**config.mk**
```make
export PLATFORM = sky130hd
export DESIGN_NAME = ctx_ctrl
export DESIGN_NICKNAME = d
export VERILOG_FILES = /design/src/rtl/ctx_pkg.sv /design/src/rtl/ctx_arb.sv /design/src/rtl/ctx_bus.sv /design/src/rtl/ctx_ctrl.sv
export SDC_FILE = /design/constraint.sdc
export NUM_CORES = 1
export LEC_CHECK = 0
export BUFFER_PORTS_ARGS = -buffer_cell sky130_fd_sc_hd__clkbuf_2
export CAP_MARGIN = 10
export CORE_ASPECT_RATIO = 0.6
export CORE_MARGIN = 10
export CORE_UTILIZATION = 42
export CTS_CLUSTER_SIZE = 30
export DETAILED_ROUTE_END_ITERATION = 7
export HOLD_SLACK_MARGIN = 0.03
export PLACE_DENSITY = 0.76
export SETUP_SLACK_MARGIN = 0.4
export SLEW_MARGIN = 40
export SYNTH_ARGS = -nofsm -noshare
export SYNTH_HDL_FRONTEND = slang
export SYNTH_SLANG_ARGS = --single-unit
```
**constraint.sdc**
```tcl
create_clock -name clk -period 2.35 [get_ports clk]
set_clock_uncertainty 0.2 [all_clocks]
set_input_delay 0.5875 -clock clk [delete_from_list [all_inputs] [get_ports clk]]
set_output_delay 0.5875 -clock clk [all_outputs]
set_load 0.005 [all_outputs]
```
**src/rtl/ctx_pkg.sv**
```systemverilog
package ctx_pkg;

  typedef enum logic [3:0] {
    ST_CLR,
    ST_READY,
    ST_IDLE,
    ST_DMAIN,
    ST_DMAOUT,
    ST_IRQ,
    ST_RET,
    ST_DIS,
    ST_MARK,
    ST_SAV
  } ctx_state_e;

  typedef enum logic [1:0] {
    RF_NONE  = 2'd0,
    RF_CLEAR = 2'd1,
    RF_INC   = 2'd2,
    RF_DEC   = 2'd3
  } rf_cmd_e;

  typedef enum logic [2:0] {
    OP_WAIT = 3'd0,
    OP_RET  = 3'd1,
    OP_DIS  = 3'd2,
    OP_MARK = 3'd3,
    OP_SAV  = 3'd4,
    OP_SETQ = 3'd5,
    OP_SETX = 3'd6,
    OP_SETP = 3'd7
  } ctx_op_e;

endpackage

```
**src/rtl/ctx_arb.sv**
```systemverilog
module ctx_arb
  import ctx_pkg::*;
(
  input  logic       dma_in_req_i,
  input  logic       dma_out_req_i,
  input  logic       irq_req_i,
  input  logic       ie_i,
  input  logic       in_idle_i,
  input  logic       cmd_valid_i,
  input  logic [2:0] cmd_op_i,
  output ctx_state_e next_o,
  output logic       cmd_take_o
);
  localparam int NREQ = 3;

  logic [NREQ-1:0] req;
  ctx_state_e      tgt [NREQ];
  ctx_op_e         op;

  // Index 0 has the highest priority.
  assign req    = {irq_req_i & ie_i, dma_out_req_i, dma_in_req_i};
  assign tgt[0] = ST_DMAIN;
  assign tgt[1] = ST_DMAOUT;
  assign tgt[2] = ST_IRQ;
  assign op     = ctx_op_e'(cmd_op_i);

  always_comb begin
    next_o     = in_idle_i ? ST_IDLE : ST_READY;
    cmd_take_o = 1'b0;
    if (|req) begin
      for (int i = NREQ - 1; i >= 0; i--) begin
        if (req[i]) next_o = tgt[i];
      end
    end else if (cmd_valid_i && !in_idle_i) begin
      cmd_take_o = 1'b1;
      case (op)
        OP_WAIT: next_o = ST_IDLE;
        OP_RET:  next_o = ST_RET;
        OP_DIS:  next_o = ST_DIS;
        OP_MARK: next_o = ST_MARK;
        OP_SAV:  next_o = ST_SAV;
        default: next_o = ST_READY;
      endcase
    end
  end
endmodule

```
**src/rtl/ctx_bus.sv**
```systemverilog
module ctx_bus
  import ctx_pkg::*;
#(
  parameter int NIB_W    = 4,
  parameter int DMA_REG  = 0,
  parameter int MARK_REG = 2,
  localparam int BYTE_W  = 2 * NIB_W
) (
  input  ctx_state_e        st_i,
  input  logic [NIB_W-1:0]  x_i,
  input  logic [NIB_W-1:0]  p_i,
  input  logic [BYTE_W-1:0] t_i,
  input  logic [BYTE_W-1:0] dma_data_i,
  output logic              mem_req_o,
  output logic              mem_we_o,
  output logic [NIB_W-1:0]  mem_sel_o,
  output logic [BYTE_W-1:0] mem_wdata_o,
  output rf_cmd_e           rf_cmd_o,
  output logic [NIB_W-1:0]  rf_sel_o
);
  localparam logic [NIB_W-1:0] DMA_SEL  = NIB_W'(DMA_REG);
  localparam logic [NIB_W-1:0] MARK_SEL = NIB_W'(MARK_REG);

  always_comb begin
    mem_req_o   = 1'b0;
    mem_we_o    = 1'b0;
    mem_sel_o   = '0;
    mem_wdata_o = '0;
    rf_cmd_o    = RF_NONE;
    rf_sel_o    = '0;
    case (st_i)
      ST_CLR: begin
        rf_cmd_o = RF_CLEAR;
        rf_sel_o = DMA_SEL;
      end
      ST_IDLE: begin
        mem_req_o = 1'b1;
        mem_sel_o = DMA_SEL;
      end
      ST_DMAIN: begin
        mem_req_o   = 1'b1;
        mem_we_o    = 1'b1;
        mem_sel_o   = DMA_SEL;
        mem_wdata_o = dma_data_i;
        rf_cmd_o    = RF_INC;
        rf_sel_o    = DMA_SEL;
      end
      ST_DMAOUT: begin
        mem_req_o = 1'b1;
        mem_sel_o = DMA_SEL;
        rf_cmd_o  = RF_INC;
        rf_sel_o  = DMA_SEL;
      end
      ST_RET, ST_DIS: begin
        mem_req_o = 1'b1;
        mem_sel_o = x_i;
        rf_cmd_o  = RF_INC;
        rf_sel_o  = x_i;
      end
      ST_MARK: begin
        mem_req_o   = 1'b1;
        mem_we_o    = 1'b1;
        mem_sel_o   = MARK_SEL;
        mem_wdata_o = {x_i, p_i};
        rf_cmd_o    = RF_DEC;
        rf_sel_o    = MARK_SEL;
      end
      ST_SAV: begin
        mem_req_o   = 1'b1;
        mem_we_o    = 1'b1;
        mem_sel_o   = x_i;
        mem_wdata_o = t_i;
      end
      default: ;
    endcase
  end
endmodule

```
**src/rtl/ctx_ctrl.sv**
```systemverilog
module ctx_ctrl
  import ctx_pkg::*;
#(
  parameter int NIB_W    = 4,
  parameter int IRQ_X    = 2,
  parameter int IRQ_P    = 1,
  parameter int DMA_REG  = 0,
  parameter int MARK_REG = 2,
  localparam int BYTE_W  = 2 * NIB_W
) (
  input  logic              clk,
  input  logic              rst,
  input  logic              dma_in_req_i,
  input  logic              dma_out_req_i,
  input  logic              irq_req_i,
  input  logic              cmd_valid_i,
  input  logic [2:0]        cmd_op_i,
  input  logic [NIB_W-1:0]  cmd_nib_i,
  input  logic [BYTE_W-1:0] dma_data_i,
  input  logic [BYTE_W-1:0] mem_rdata_i,
  output logic              busy_o,
  output logic              idle_o,
  output logic              dma_in_ack_o,
  output logic              dma_out_ack_o,
  output logic              irq_ack_o,
  output logic              dma_out_valid_o,
  output logic [BYTE_W-1:0] dma_out_data_o,
  output logic              mem_req_o,
  output logic              mem_we_o,
  output logic [NIB_W-1:0]  mem_sel_o,
  output logic [BYTE_W-1:0] mem_wdata_o,
  output logic [1:0]        rf_cmd_o,
  output logic [NIB_W-1:0]  rf_sel_o,
  output logic [NIB_W-1:0]  x_o,
  output logic [NIB_W-1:0]  p_o,
  output logic [BYTE_W-1:0] t_o,
  output logic              q_o,
  output logic              ie_o
);
  ctx_state_e        st_q, st_nxt;
  logic              cmd_take;
  logic [NIB_W-1:0]  x_q, p_q;
  logic [BYTE_W-1:0] t_q, dout_q;
  logic              q_q, ie_q, dov_q;
  rf_cmd_e           rf_cmd;
  ctx_op_e           op;

  assign op = ctx_op_e'(cmd_op_i);

  ctx_arb u_arb (
    .dma_in_req_i (dma_in_req_i),
    .dma_out_req_i(dma_out_req_i),
    .irq_req_i    (irq_req_i),
    .ie_i         (ie_q),
    .in_idle_i    (st_q == ST_IDLE),
    .cmd_valid_i  (cmd_valid_i),
    .cmd_op_i     (cmd_op_i),
    .next_o       (st_nxt),
    .cmd_take_o   (cmd_take)
  );

  ctx_bus #(
    .NIB_W   (NIB_W),
    .DMA_REG (DMA_REG),
    .MARK_REG(MARK_REG)
  ) u_bus (
    .st_i       (st_q),
    .x_i        (x_q),
    .p_i        (p_q),
    .t_i        (t_q),
    .dma_data_i (dma_data_i),
    .mem_req_o  (mem_req_o),
    .mem_we_o   (mem_we_o),
    .mem_sel_o  (mem_sel_o),
    .mem_wdata_o(mem_wdata_o),
    .rf_cmd_o   (rf_cmd),
    .rf_sel_o   (rf_sel_o)
  );

  always_ff @(posedge clk) begin
    if (rst) begin
      st_q   <= ST_CLR;
      x_q    <= '0;
      p_q    <= '0;
      t_q    <= '0;
      q_q    <= 1'b0;
      ie_q   <= 1'b1;
      dov_q  <= 1'b0;
      dout_q <= '0;
    end else begin
      dov_q <= 1'b0;
      case (st_q)
        ST_CLR: st_q <= ST_READY;
        ST_READY, ST_IDLE: begin
          st_q <= st_nxt;
          if (cmd_take) begin
            case (op)
              OP_SETQ: q_q <= cmd_nib_i[0];
              OP_SETX: x_q <= cmd_nib_i;
              OP_SETP: p_q <= cmd_nib_i;
              default: ;
            endcase
          end
        end
        ST_DMAOUT: begin
          dout_q <= mem_rdata_i;
          dov_q  <= 1'b1;
          st_q   <= ST_READY;
        end
        ST_IRQ: begin
          t_q  <= {x_q, p_q};
          x_q  <= NIB_W'(IRQ_X);
          p_q  <= NIB_W'(IRQ_P);
          ie_q <= 1'b0;
          st_q <= ST_READY;
        end
        ST_RET, ST_DIS: begin
          x_q  <= mem_rdata_i[BYTE_W-1:NIB_W];
          p_q  <= mem_rdata_i[NIB_W-1:0];
          ie_q <= (st_q == ST_RET);
          st_q <= ST_READY;
        end
        ST_MARK: begin
          t_q  <= {x_q, p_q};
          x_q  <= p_q;
          st_q <= ST_READY;
        end
        default: st_q <= ST_READY;
      endcase
    end
  end

  assign busy_o          = (st_q != ST_READY);
  assign idle_o          = (st_q == ST_IDLE);
  assign dma_in_ack_o    = (st_q == ST_DMAIN);
  assign dma_out_ack_o   = (st_q == ST_DMAOUT);
  assign irq_ack_o       = (st_q == ST_IRQ);
  assign dma_out_valid_o = dov_q;
  assign dma_out_data_o  = dout_q;
  assign rf_cmd_o        = rf_cmd;
  assign x_o             = x_q;
  assign p_o             = p_q;
  assign t_o             = t_q;
  assign q_o             = q_q;
  assign ie_o            = ie_q;
endmodule

```
==> metrics.md, run 1 <==
| Metric | Value |
|---|---|
| H-Tree Depth | `2` |
| Post-route insts no fill | `about 380` |
| Core Rows | `17` |
| Max Clk Rate | `~430 MHz` |
| Nets@finish | `~360` |
| Startpoint Class | `register` |
| Final HPWL DP | `approximately 4.5 mm` |
| Arrival time worst endpoint | `approximately 1.5 ns` |
| Routability Congestion | `around 0.88` |
| Avg Synthesized Cell Area | `between 8 and 9 µm²` |
| First-pass GRT wire length | `roughly 10 mm` |
| Leakage power | `1.29 nW` |
| Die X | `slightly above 100 µm` |
| Global-route congestion overflow total | `0` |
| Post-synth top flop | `dfxtp_1` |
| Status | `finished clean` |
| Post-route minimum period | `between 2 and 2.5 ns` |
| Routed WL | `around 6.9 mm` |
| DP Area | `~2200 µm²` |
| Critical path's top delay family | `buffers and inverters` |
| Die area | `around 7100 µm²` |
| Worst-path clk slew | `approximately 0.08 ns` |
| Initial antenna violation count | `0` |
| Unique cell type count in the Yosys netlist | `43` |
| Slowest CP cell | `dfxtp_4` |
| Async S/R FF share, synth | `0` |
| Final period util | `0.992` |
| # setup viols final | `0` |
| Die Y | `between 60 and 70 µm` |
| Crit. End Element | `primary output` |
| Pin count of the biggest net entering global routing | `17` |
| R2r setup slk | `0.05 ns` |
| Syn nets | `241` |
| Buf/Inv on CP | `4` |
| Yosys top cell area share | `0.363` |
| Ys Warns | `0` |
| Post-synth EDFFs | `0` |
| Top cells by area, synth | `dfxtp_1 36%, nand2_1 7.9%, mux2i_1 5.9%, a21oi_1 4.1%, a222oi_1 4.1%` |
| RSZ-0062 raised after global routing | `true` |
| Required time of the worst setup path | `approximately 1.6 ns` |
| Worst reg2reg path endpoint | `x_o[1]$_SDFFE_PP0P_` |
| Final Cell Area | `between 2000 and 3000 µm²` |
| CP peak stage delay | `0.38 ns` |
| Routed Antenna Nets | `0` |
| Worst Hold Depth | `2` |
| Final Slew Violations | `0` |
| Critical path, cell by cell | `buf_6 -> nor4b_4 -> buf_12 -> a222oi_1 -> inv_1 -> clkbuf_2` |
| P&R area growth vs syn | `64.0%` |
| Sequential share of the synthesized area | `0.363` |
| PD cells | `488 nW/µm²` |
| Crit path kind | `reg2out` |
| Clock latency on the worst-skew pair | `a little under 0.3 ns` |
| Hold-fix buffers at CTS | `0` |
| Min-delay src | `dma_out_data_o[7]$_SDFFE_PP0P_` |
| CTS buffer count | `5` |
| Iteration-0 DRC Markers | `around 140` |
| Count leader, synth | `nand2_1` |
| Initial Util | `0.451` |
| Largest area contributor in the netlist | `dfxtp_1` |
| WHS Endpoint | `dma_out_data_o[7]$_SDFFE_PP0P_` |
| RR Startpoint | `st_q[1]$_SDFF_PP0_` |
| Maximum VDD drop | `between 0.4 and 0.5 mV` |
| Relative max-transition margin | `0.703` |
| DR DRC count | `0` |
| Drt first pass iters | `5` |
| Boundary pin count | `81` |
| Gr usage total | `0.175` |
| CTS Root Cell | `clkbuf_8` |
| # clock sinks | `31` |
| Least-Margin Pin Slew | `~0.44 ns` |
| IO Port Bufs | `80` |
| Syn Inst Count | `roughly 210` |
| #FFs+latches synth | `31` |
| Clock tree buffer depth | `2` |
| Vias | `2162` |
| WL/cell | `18.4 µm` |
| R2R cell count | `6` |
| Commonest cells in the netlist | `36 x nand2_1, 31 x dfxtp_1, 18 x nor2_1` |
| Vias per cell | `approximately 5.7` |
| Core area | `between 3000 and 4000 µm²` |
| Fin. Hold Viols | `0` |
| Worst min path class | `reg2reg` |
| Diodes inserted | `0` |
| Cell total after placement | `roughly 340` |
| CTS tree | `yes` |
| Post-Syn Area | `about 1700 µm²` |
| Layout cell share with drive strength beyond 1 | `0.502` |
| Worst-path maximum fanout | `13` |
| Number of global-route vias before repair | `2014` |
| Max-cap viol count | `0` |
==> worst max-delay path by stage <==
| stage | start | to | slack (ns) | cells after the start |
|---|---|---|---|---|
| after detailed placement | st_q[0]$_SDFF_PP0_ | p_o[0]$_SDFFE_PP0P_ | 0.08 | 4 |
| after floorplan | st_q[1]$_SDFF_PP0_ | p_o[1]$_SDFFE_PP0P_ | 0.27 | 6 |
| after global routing | st_q[1]$_SDFF_PP0_ | mem_wdata_o[6] | -0.04 | 6 |
| after CTS | st_q[1]$_SDFF_PP0_ | mem_wdata_o[6] | 0.05 | 6 |
| final | st_q[1]$_SDFF_PP0_ | mem_wdata_o[6] | 0.02 | 6 |
| after global placement | st_q[0]$_SDFF_PP0_ | p_o[2]$_SDFFE_PP0P_ | 0.14 | 4 |
==> power breakdown <==
group	internal, mW	switching, mW
sequential	0.537	0.0233
combinational	0.126	0.128
clock	0.343	0.208
total	1.01	0.360
==> worst min-delay path: stages (launching register included) <==
cell and delay (ns):
dfxtp_1 0.31, nand2_1 0.05, a21oi_1 0.05
==> routing by layer <==
| layer | global-route usage | share of wire |
|---|---|---|
| met4 | 0.0340 | 0.0060 |
| met2 | 0.261 | 0.45 |
| met1 | 0.230 | 0.41 |
| met5 | 0 | 0 |
| met3 | 0.0734 | 0.14 |
==> kinds of logic after synthesis <==
| family | synth area share |
|---|---|
| simple gates | 0.280 |
| compound gates | 0.231 |
| flops | 0.363 |
| buf+inv | 0.0505 |
| mux | 0.0652 |
| xor+xnor | 0.0103 |
==> area by class of cell <==
type                    instances  area (µm²)
flip-flops and latches         31         636
fillers                       281         986
inverters                       9        36.3
well taps                      47        58.8
repair buffers                120         805
clock buffers                   6        82.6
multi-input cells             163        1150
clock inverters                 2        35.0
==> registers in the layout (all words and copies together) (netlist names) <==
| signal | flops |
|---|---|
| dma_out_data_o | 8 |
| q_o | 1 |
| dma_out_valid_o | 1 |
| x_o | 4 |
| p_o | 4 |
| t_o | 8 |
| st_q | 4 |
| ie_o | 1 |
==> stage by stage <==
| step | setup slack, ns | hold WS [ns] | util | setup TNS [ns] | power (mW) |
|---|---|---|---|---|---|
| finish | 0.0180 | 0.258 | 0.740 | 0 | 1.37 |
| global route | -0.0358 | 0.285 | 0.740 | -0.171 | 1.42 |
| CTS | 0.0494 | 0.259 | 0.704 | 0 | 1.34 |
| detailed placement | 0.0752 | 0.250 | 0.592 | 0 | 0.752 |
| global placement | 0.143 | 0.243 | 0.592 | 0 | 0.750 |
| floorplan | 0.269 | 0.247 | - | 0 | 0.672 |
==> layout by cell type (no fill, tap or decap), types with 2 or more instances in the layout <==
cell type	n
a21o_1	2
a21oi_1	14
a21oi_2	3
a222oi_1	7
a22o_1	3
a22oi_1	5
and2_4	2
buf_12	2
buf_2	11
buf_4	22
buf_6	19
clkbuf_2	66
clkbuf_8	6
dfxtp_1	27
dfxtp_4	4
inv_1	7
mux2i_1	10
nand2_1	34
nand2b_1	5
nand2b_4	3
nand3_1	5
nand3b_1	3
nor2_1	15
nor2_4	3
nor2b_1	4
nor3_2	2
o21ai_0	6
o21ba_2	2
o41ai_1	3
or4_4	2
or4b_4	2
xnor2_1	2
==> what timing repair did <==
| action | CTS | global route |
|---|---|---|
| endpoints found under the setup margin | 35 | 40 |
| gates resized for setup | 34 | 36 |
| buffers inserted | 24 | 6 |
| cloned | 1 | 0 |
| pin swaps | 8 | 14 |
No activity file was read; power rests on OpenSTA's default activity.
==> inputs of run 2 (changes only) <==
==> constraint.sdc (replaced) <==
create_clock -name clk -period 2.35 [get_ports clk]
set_clock_uncertainty 0.2 [all_clocks]
set_input_delay 0.3525 -clock clk [delete_from_list [all_inputs] [get_ports clk]]
set_output_delay 0.3525 -clock clk [all_outputs]
set_load 0.005 [all_outputs]
==> metrics.md, run 2 (synthesized netlist as in run 1, its figures left out) <==
| Metric | Value |
|---|---|
| Final setup TNS | `0 ns (unchanged)` |
| Iteration-0 DRC Markers | `232 (+62%)` |
| WL/cell | `19.0 µm (+3.4%)` |
| Routed Antenna Nets | `0 (unchanged)` |
| Die X | `102 µm (unchanged)` |
| Die Y | `69.4 µm (unchanged)` |
| Status | `finished clean` |
| Core area | `3790 µm² (unchanged)` |
| Worst-path clk slew | `0.07 ns (about the same)` |
| Final HPWL DP | `4.46 mm (-0.89%)` |
| Arrival time worst endpoint | `1.64 ns (+0.10 ns)` |
| Diodes inserted | `0 (unchanged)` |
| Initial Util | `0.451 (unchanged)` |
| Max Clk Rate | `456 MHz (+6.4%)` |
| Maximum VDD drop | `0.386 mV (-10%)` |
| Global-route congestion overflow total | `0 (unchanged)` |
| P&R area growth vs syn | `65.0%` |
| # setup viols final | `0 (unchanged)` |
| Fillers | `270 (-3.9%)` |
| # clock sinks | `31 (unchanged)` |
| Vias per cell | `5.79 (+1.3%)` |
| Crit. End Element | `primary output` |
| Core Rows | `17 (unchanged)` |
| Final Cell Area | `2820 µm² (+0.63%)` |
| Pin count of the biggest net entering global routing | `24 (+7)` |
| DR DRC count | `0 (unchanged)` |
| Leakage power | `1.32 nW (+2.6%)` |
| Relative max-transition margin | `0.690 (-0.0127)` |
| Routed WL | `7.30 mm (+5.1%)` |
| Post-route minimum period | `2.19 ns (-0.140 ns)` |
| RSZ-0062 raised after global routing | `true` |
| Drt first pass iters | `6 (+1)` |
| CTS buffer count | `5 (unchanged)` |
| Final period util | `0.933 (-0.0595)` |
| Layout cell share with drive strength beyond 1 | `0.522 (+0.0207)` |
| H-Tree Depth | `2 (unchanged)` |
| CTS tree | `yes` |
| First-pass GRT wire length | `10.1 mm (-1.8%)` |
| DP Area | `2200 µm² (-2.0%)` |
| Max-cap viol count | `0 (unchanged)` |
| CTS Root Cell | `clkbuf_8` |
| PD cells | `490 nW/µm² (+0.47%)` |
| Final Slew Violations | `0 (unchanged)` |
| Fin. Hold Viols | `0 (unchanged)` |
| Number of global-route vias before repair | `2023 (+0.45%)` |
| Crit path kind | `reg2out` |
| Most common cell after layout, fill and taps aside | `clkbuf_2` |
| Die area | `7100 µm² (unchanged)` |
| Boundary pin count | `81 (unchanged)` |
| Routability Congestion | `0.826 (-6.0%)` |
| Least-Margin Pin Slew | `0.462 ns (+0.0189 ns)` |
| Worst-path maximum fanout | `6 (-7)` |
| Gr usage total | `0.176 (+0.000806)` |
| Required time of the worst setup path | `1.80 ns (+0.24 ns)` |
| Vias | `2225 (+2.9%)` |
| IO Port Bufs | `80 (unchanged)` |
| Worst min path class | `in2reg` |
| Nets@finish | `365 (+1.7%)` |
| Clock tree buffer depth | `2 (unchanged)` |
| Clock latency on the worst-skew pair | `0.28 ns (about the same)` |
| Most frequent cells in the layout | `73 x clkbuf_2, 31 x nand2_1, 31 x buf_4` |
| Hold-fix buffers at CTS | `0 (unchanged)` |
| Startpoint Class | `register` |
| Initial antenna violation count | `0 (unchanged)` |
==> run 2: path summary, 6_finish.rpt <==
kind                                                      from                              to  slack (ns)  cells past startpoint
worst max-delay path                        st_q[3]$_SDFF_PP0_                  mem_wdata_o[5]        0.16                      6
worst min-delay path                              dma_in_req_i              st_q[2]$_SDFF_PP0_        0.07                      2
worst max register to register              st_q[1]$_SDFF_PP0_             x_o[1]$_SDFFE_PP0P_        0.20                      5
worst min register to register  dma_out_data_o[7]$_SDFFE_PP0P_  dma_out_data_o[7]$_SDFFE_PP0P_        0.26                      2
==> run 2: power by group <==
group          switching (mW)  internal (mW)  leakage (nW)  total (mW)
clock network           0.209          0.343        0.0612       0.552
registers              0.0199          0.537         0.254       0.557
logic                   0.137          0.134          1.01       0.271
==> run 2: worst max-delay path, cell delays in order, from the launching register on <==
cell	delay, ns
dfxtp_4	0.35
buf_4	0.16
nand2b_2	0.17
nor2_4	0.09
a222oi_1	0.37
inv_1	0.08
clkbuf_2	0.12
==> run 2: cell type report <==
cell class                      instances  area, µm²  share of cell area
Clock buffer                            6       82.6              0.0293
Timing Repair Buffer                  126        823               0.292
Inverter                                9       37.5              0.0133
Tap cell                               47       58.8              0.0209
Multi-Input combinational cell        163       1140               0.406
Clock inverter                          2       35.0              0.0124
Sequential cell                        31        636               0.226
==> run 2: per-layer routing <==
| metal | vias up | share of wire | wire length [µm] | GRT usage |
|---|---|---|---|---|
| met4 | 0 | 0.015 | 111 | 0.0463 |
| met5 | - | 0 | 0 | 0 |
| li1 | 1024 | - | - | - |
| met1 | 1030 | 0.40 | 2890 | 0.222 |
| met3 | 13 | 0.14 | 990 | 0.0694 |
| met2 | 158 | 0.45 | 3310 | 0.270 |
==> run 2: through the flow <==
stage,cells,power (mW),utilization,hold WS (ns),setup WS (ns)
after floorplan,212,0.664,-,0.222,0.232
after global placement,338,0.746,0.581,0.243,0.0853
after detailed placement,338,0.748,0.581,0.250,0.0270
after CTS,371,1.33,0.691,0.0721,0.209
after global routing,384,1.43,0.744,0.0872,0.108
final,384,1.38,0.744,0.0710,0.158
==> run 2: timing repair <==
action / 4_1_cts / 5_1_grt
endpoints found under the hold margin: 0 / 0
gates cloned: 3 / 0
pin swaps: 11 / 11
setup endpoints to repair: 40 / 41
setup buffers: 22 / 13
resized for setup: 34 / 33
==> inputs of run 3 (changes only) <==
--- a/config.mk
+++ b/config.mk
@@ -9,13 +9,14 @@
 export CAP_MARGIN = 10
 export CORE_ASPECT_RATIO = 0.6
 export CORE_MARGIN = 10
-export CORE_UTILIZATION = 42
+export CORE_UTILIZATION = 41
 export CTS_CLUSTER_SIZE = 30
 export DETAILED_ROUTE_END_ITERATION = 7
 export HOLD_SLACK_MARGIN = 0.03
-export PLACE_DENSITY = 0.76
+export PLACE_DENSITY = 0.73
 export SETUP_SLACK_MARGIN = 0.4
 export SLEW_MARGIN = 40
 export SYNTH_ARGS = -nofsm -noshare
 export SYNTH_HDL_FRONTEND = slang
+export SYNTH_HIERARCHICAL = 1
 export SYNTH_SLANG_ARGS = --single-unit
==> constraint.sdc (replaced) <==
create_clock -name clk -period 2.35 [get_ports clk]
set_clock_uncertainty 0.2 [all_clocks]
set_input_delay 0.47 -clock clk [delete_from_list [all_inputs] [get_ports clk]]
set_output_delay 0.47 -clock clk [all_outputs]
set_load 0.005 [all_outputs]
==> metrics.md, run 3 <==
| Metric | Value |
|---|---|
| WL/cell | `17.8 µm (-6.1%)` |
| Most frequent cells in the layout | `62 x clkbuf_2, 32 x nand2_1, 27 x dfxtp_1` |
| # clock sinks | `31 (unchanged)` |
| Post-Syn Area | `1870 µm² (+9.7%)` |
| Min-delay src | `mem_rdata_i[2]` |
| Global-route congestion overflow total | `0 (unchanged)` |
| Ys Warns | `6 (+6)` |
| Startpoint Class | `register` |
| Count leader, synth | `nand2_1` |
| Cell total after placement | `367 (+8.6%)` |
| First-pass GRT wire length | `10.6 mm (+4.4%)` |
| Required time of the worst setup path | `1.68 ns (-0.12 ns)` |
| Most common cell after layout, fill and taps aside | `clkbuf_2` |
| # setup viols final | `0 (unchanged)` |
| Layout cell share with drive strength beyond 1 | `0.488 (-0.0341)` |
| Core Rows | `18 (+1)` |
| Clock tree buffer depth | `2 (unchanged)` |
| Maximum VDD drop | `0.362 mV (-6.3%)` |
| Fin. Hold Viols | `0 (unchanged)` |
| Yosys top cell area share | `0.331 (-0.0323)` |
| Nets@finish | `366 (+0.27%)` |
| Initial Util | `0.440 (-0.0108)` |
| Relative max-transition margin | `0.555 (-0.136)` |
| Leakage power | `1.28 nW (-3.2%)` |
| Final HPWL DP | `4.77 mm (+7.1%)` |
| Routed Antenna Nets | `0 (unchanged)` |
| Largest area contributor in the netlist | `dfxtp_1` |
| Diodes inserted | `0 (unchanged)` |
| #FFs+latches synth | `31 (unchanged)` |
| Avg Synthesized Cell Area | `8.08 µm² (+0.28%)` |
| Post-synth EDFFs | `0 (unchanged)` |
| Async S/R FF share, synth | `0 (unchanged)` |
| CTS tree | `yes` |
| Setup crit start | `st_q[2]$_SDFF_PP0_` |
| Final Power | `1.26 mW (-8.9%)` |
| Number of global-route vias before repair | `2144 (+6.0%)` |
| Core area | `4260 µm² (+12%)` |
| Routability Congestion | `0.833 (+0.80%)` |
| Syn nets | `261 (+8.3%)` |
| Pin count of the biggest net entering global routing | `30 (+25%)` |
| Final Slew Violations | `0 (unchanged)` |
| IO Port Bufs | `80 (unchanged)` |
| Sequential share of the synthesized area | `0.331 (-0.0323)` |
| Syn Inst Count | `232 (+9.4%)` |
| Worst-path maximum fanout | `9 (+3)` |
| Max-cap viol count | `0 (unchanged)` |
| Post-synth top flop | `dfxtp_1` |
| Crit. End Element | `primary output` |
| Status | `finished clean` |
| Die area | `7760 µm² (+9.3%)` |
| Least-Margin Pin Slew | `0.668 ns (+0.206 ns)` |
| Top cells by area, synth | `dfxtp_1 33%, mux2i_1 9.1%, nand2_1 7.4%, nor2_1 4.8%, a21oi_1 4.5%` |
| RSZ-0062 raised after global routing | `true` |
| Post-route minimum period | `2.12 ns (-0.0726 ns)` |
| Vias | `2209 (-0.72%)` |
| PD cells | `433 nW/µm² (-12%)` |
| Unique cell type count in the Yosys netlist | `52 (+21%)` |
| Boundary pin count | `81 (unchanged)` |
| CTS Root Cell | `clkbuf_8` |
| Drt first pass iters | `4 (-2)` |
| P&R area growth vs syn | `55.1%` |
| Crit path kind | `reg2out` |
| Final period util | `0.902 (-0.0309)` |
| Die X | `107 µm (+4.8%)` |
| Hold-fix buffers at CTS | `0 (unchanged)` |
| DR DRC count | `0 (unchanged)` |
| Worst-path clk slew | `0.07 ns (about the same)` |
| Arrival time worst endpoint | `1.45 ns (-0.19 ns)` |
| Iteration-0 DRC Markers | `158 (-32%)` |
| Die Y | `72.4 µm (+4.3%)` |
| Gr usage total | `0.164 (-0.0122)` |
| Commonest cells in the netlist | `37 x nand2_1, 31 x dfxtp_1, 24 x nor2_1` |
| Worst min path class | `in2reg` |
| Core Util, Final | `0.683 (-0.0611)` |
| H-Tree Depth | `2 (unchanged)` |
| Vias per cell | `5.55 (-4.2%)` |
| Routed WL | `7.10 mm (-2.7%)` |
| Max Clk Rate | `472 MHz (+3.4%)` |
| RR Startpoint | `st_q[3]$_SDFF_PP0_` |
| Fillers | `363 (+34%)` |
| Post-route insts no fill | `398 (+3.6%)` |
| Clock latency on the worst-skew pair | `0.28 ns (about the same)` |
| CTS buffer count | `5 (unchanged)` |
| Final setup TNS | `0 ns (unchanged)` |
| Initial antenna violation count | `0 (unchanged)` |
==> run 3: worst max-delay path, cell delays in order (launching register included) <==
cell and delay [ns]:
dfxtp_4 0.36, buf_8 0.14, and4bb_4 0.39, nand2_1 0.06
o21ai_0 0.07, buf_2 0.14
==> run 3: final cells by class <==
type | instances | area (µm²) | area share
clock buffer | 7 | 76.3 | 0.0262
inverter | 3 | 11.3 | 0.00387
timing repair buffer | 107 | 699 | 0.241
sequential | 31 | 636 | 0.219
clock inverter | 1 | 5.00 | 0.00172
tap | 60 | 75.1 | 0.0258
multi-input combinational | 189 | 1410 | 0.483
==> run 3: path summary, 6_finish.rpt <==
kind / cells past startpoint / end / slack [ns]
max: 5 / mem_wdata_o[3] / 0.23
min: 3 / dma_out_data_o[2]$_SDFFE_PP0P_ / 0.23
max reg2reg: 10 / p_o[3]$_SDFFE_PP0P_ / 0.29
min reg2reg: 2 / dma_out_data_o[1]$_SDFFE_PP0P_ / 0.25
==> run 3: cell families after synthesis <==
family | Yosys count | synth area share
compound gates | 55 | 0.194
simple gates | 113 | 0.330
flops | 31 | 0.331
mux | 17 | 0.0908
xor+xnor | 2 | 0.0134
buf+inv | 14 | 0.0407
==> run 3: layer usage <==
layer	share of wire	track usage	routed length (µm)	vias up
li1	-	-	-	1042
met1	0.45	0.215	3190	1041
met2	0.42	0.251	2960	120
met3	0.13	0.0697	921	6
met4	0.0039	0.0179	28	0
met5	0	0	0	-
==> run 3: through the flow <==
step / hold slack (ns) / instance area, µm² / setup slack (ns)
floorplan: 0.253 / 1910 / 0.225
global placement: 0.243 / 2360 / 0.181
detailed placement: 0.248 / 2360 / 0.121
CTS: 0.229 / 2710 / 0.250
global route: 0.239 / 2910 / 0.167
finish: 0.231 / 2910 / 0.230
==> run 3: repair_timing <==
action	CTS	global route
pin swaps	9	16
buffers inserted	16	4
resized for setup	38	50
setup endpoints to repair	32	40
cloned	2	1
==> run 3: where the power goes <==
part | internal (mW) | switching (mW)
combinational | 0.140 | 0.158
sequential | 0.537 | 0.0216
clock | 0.208 | 0.195
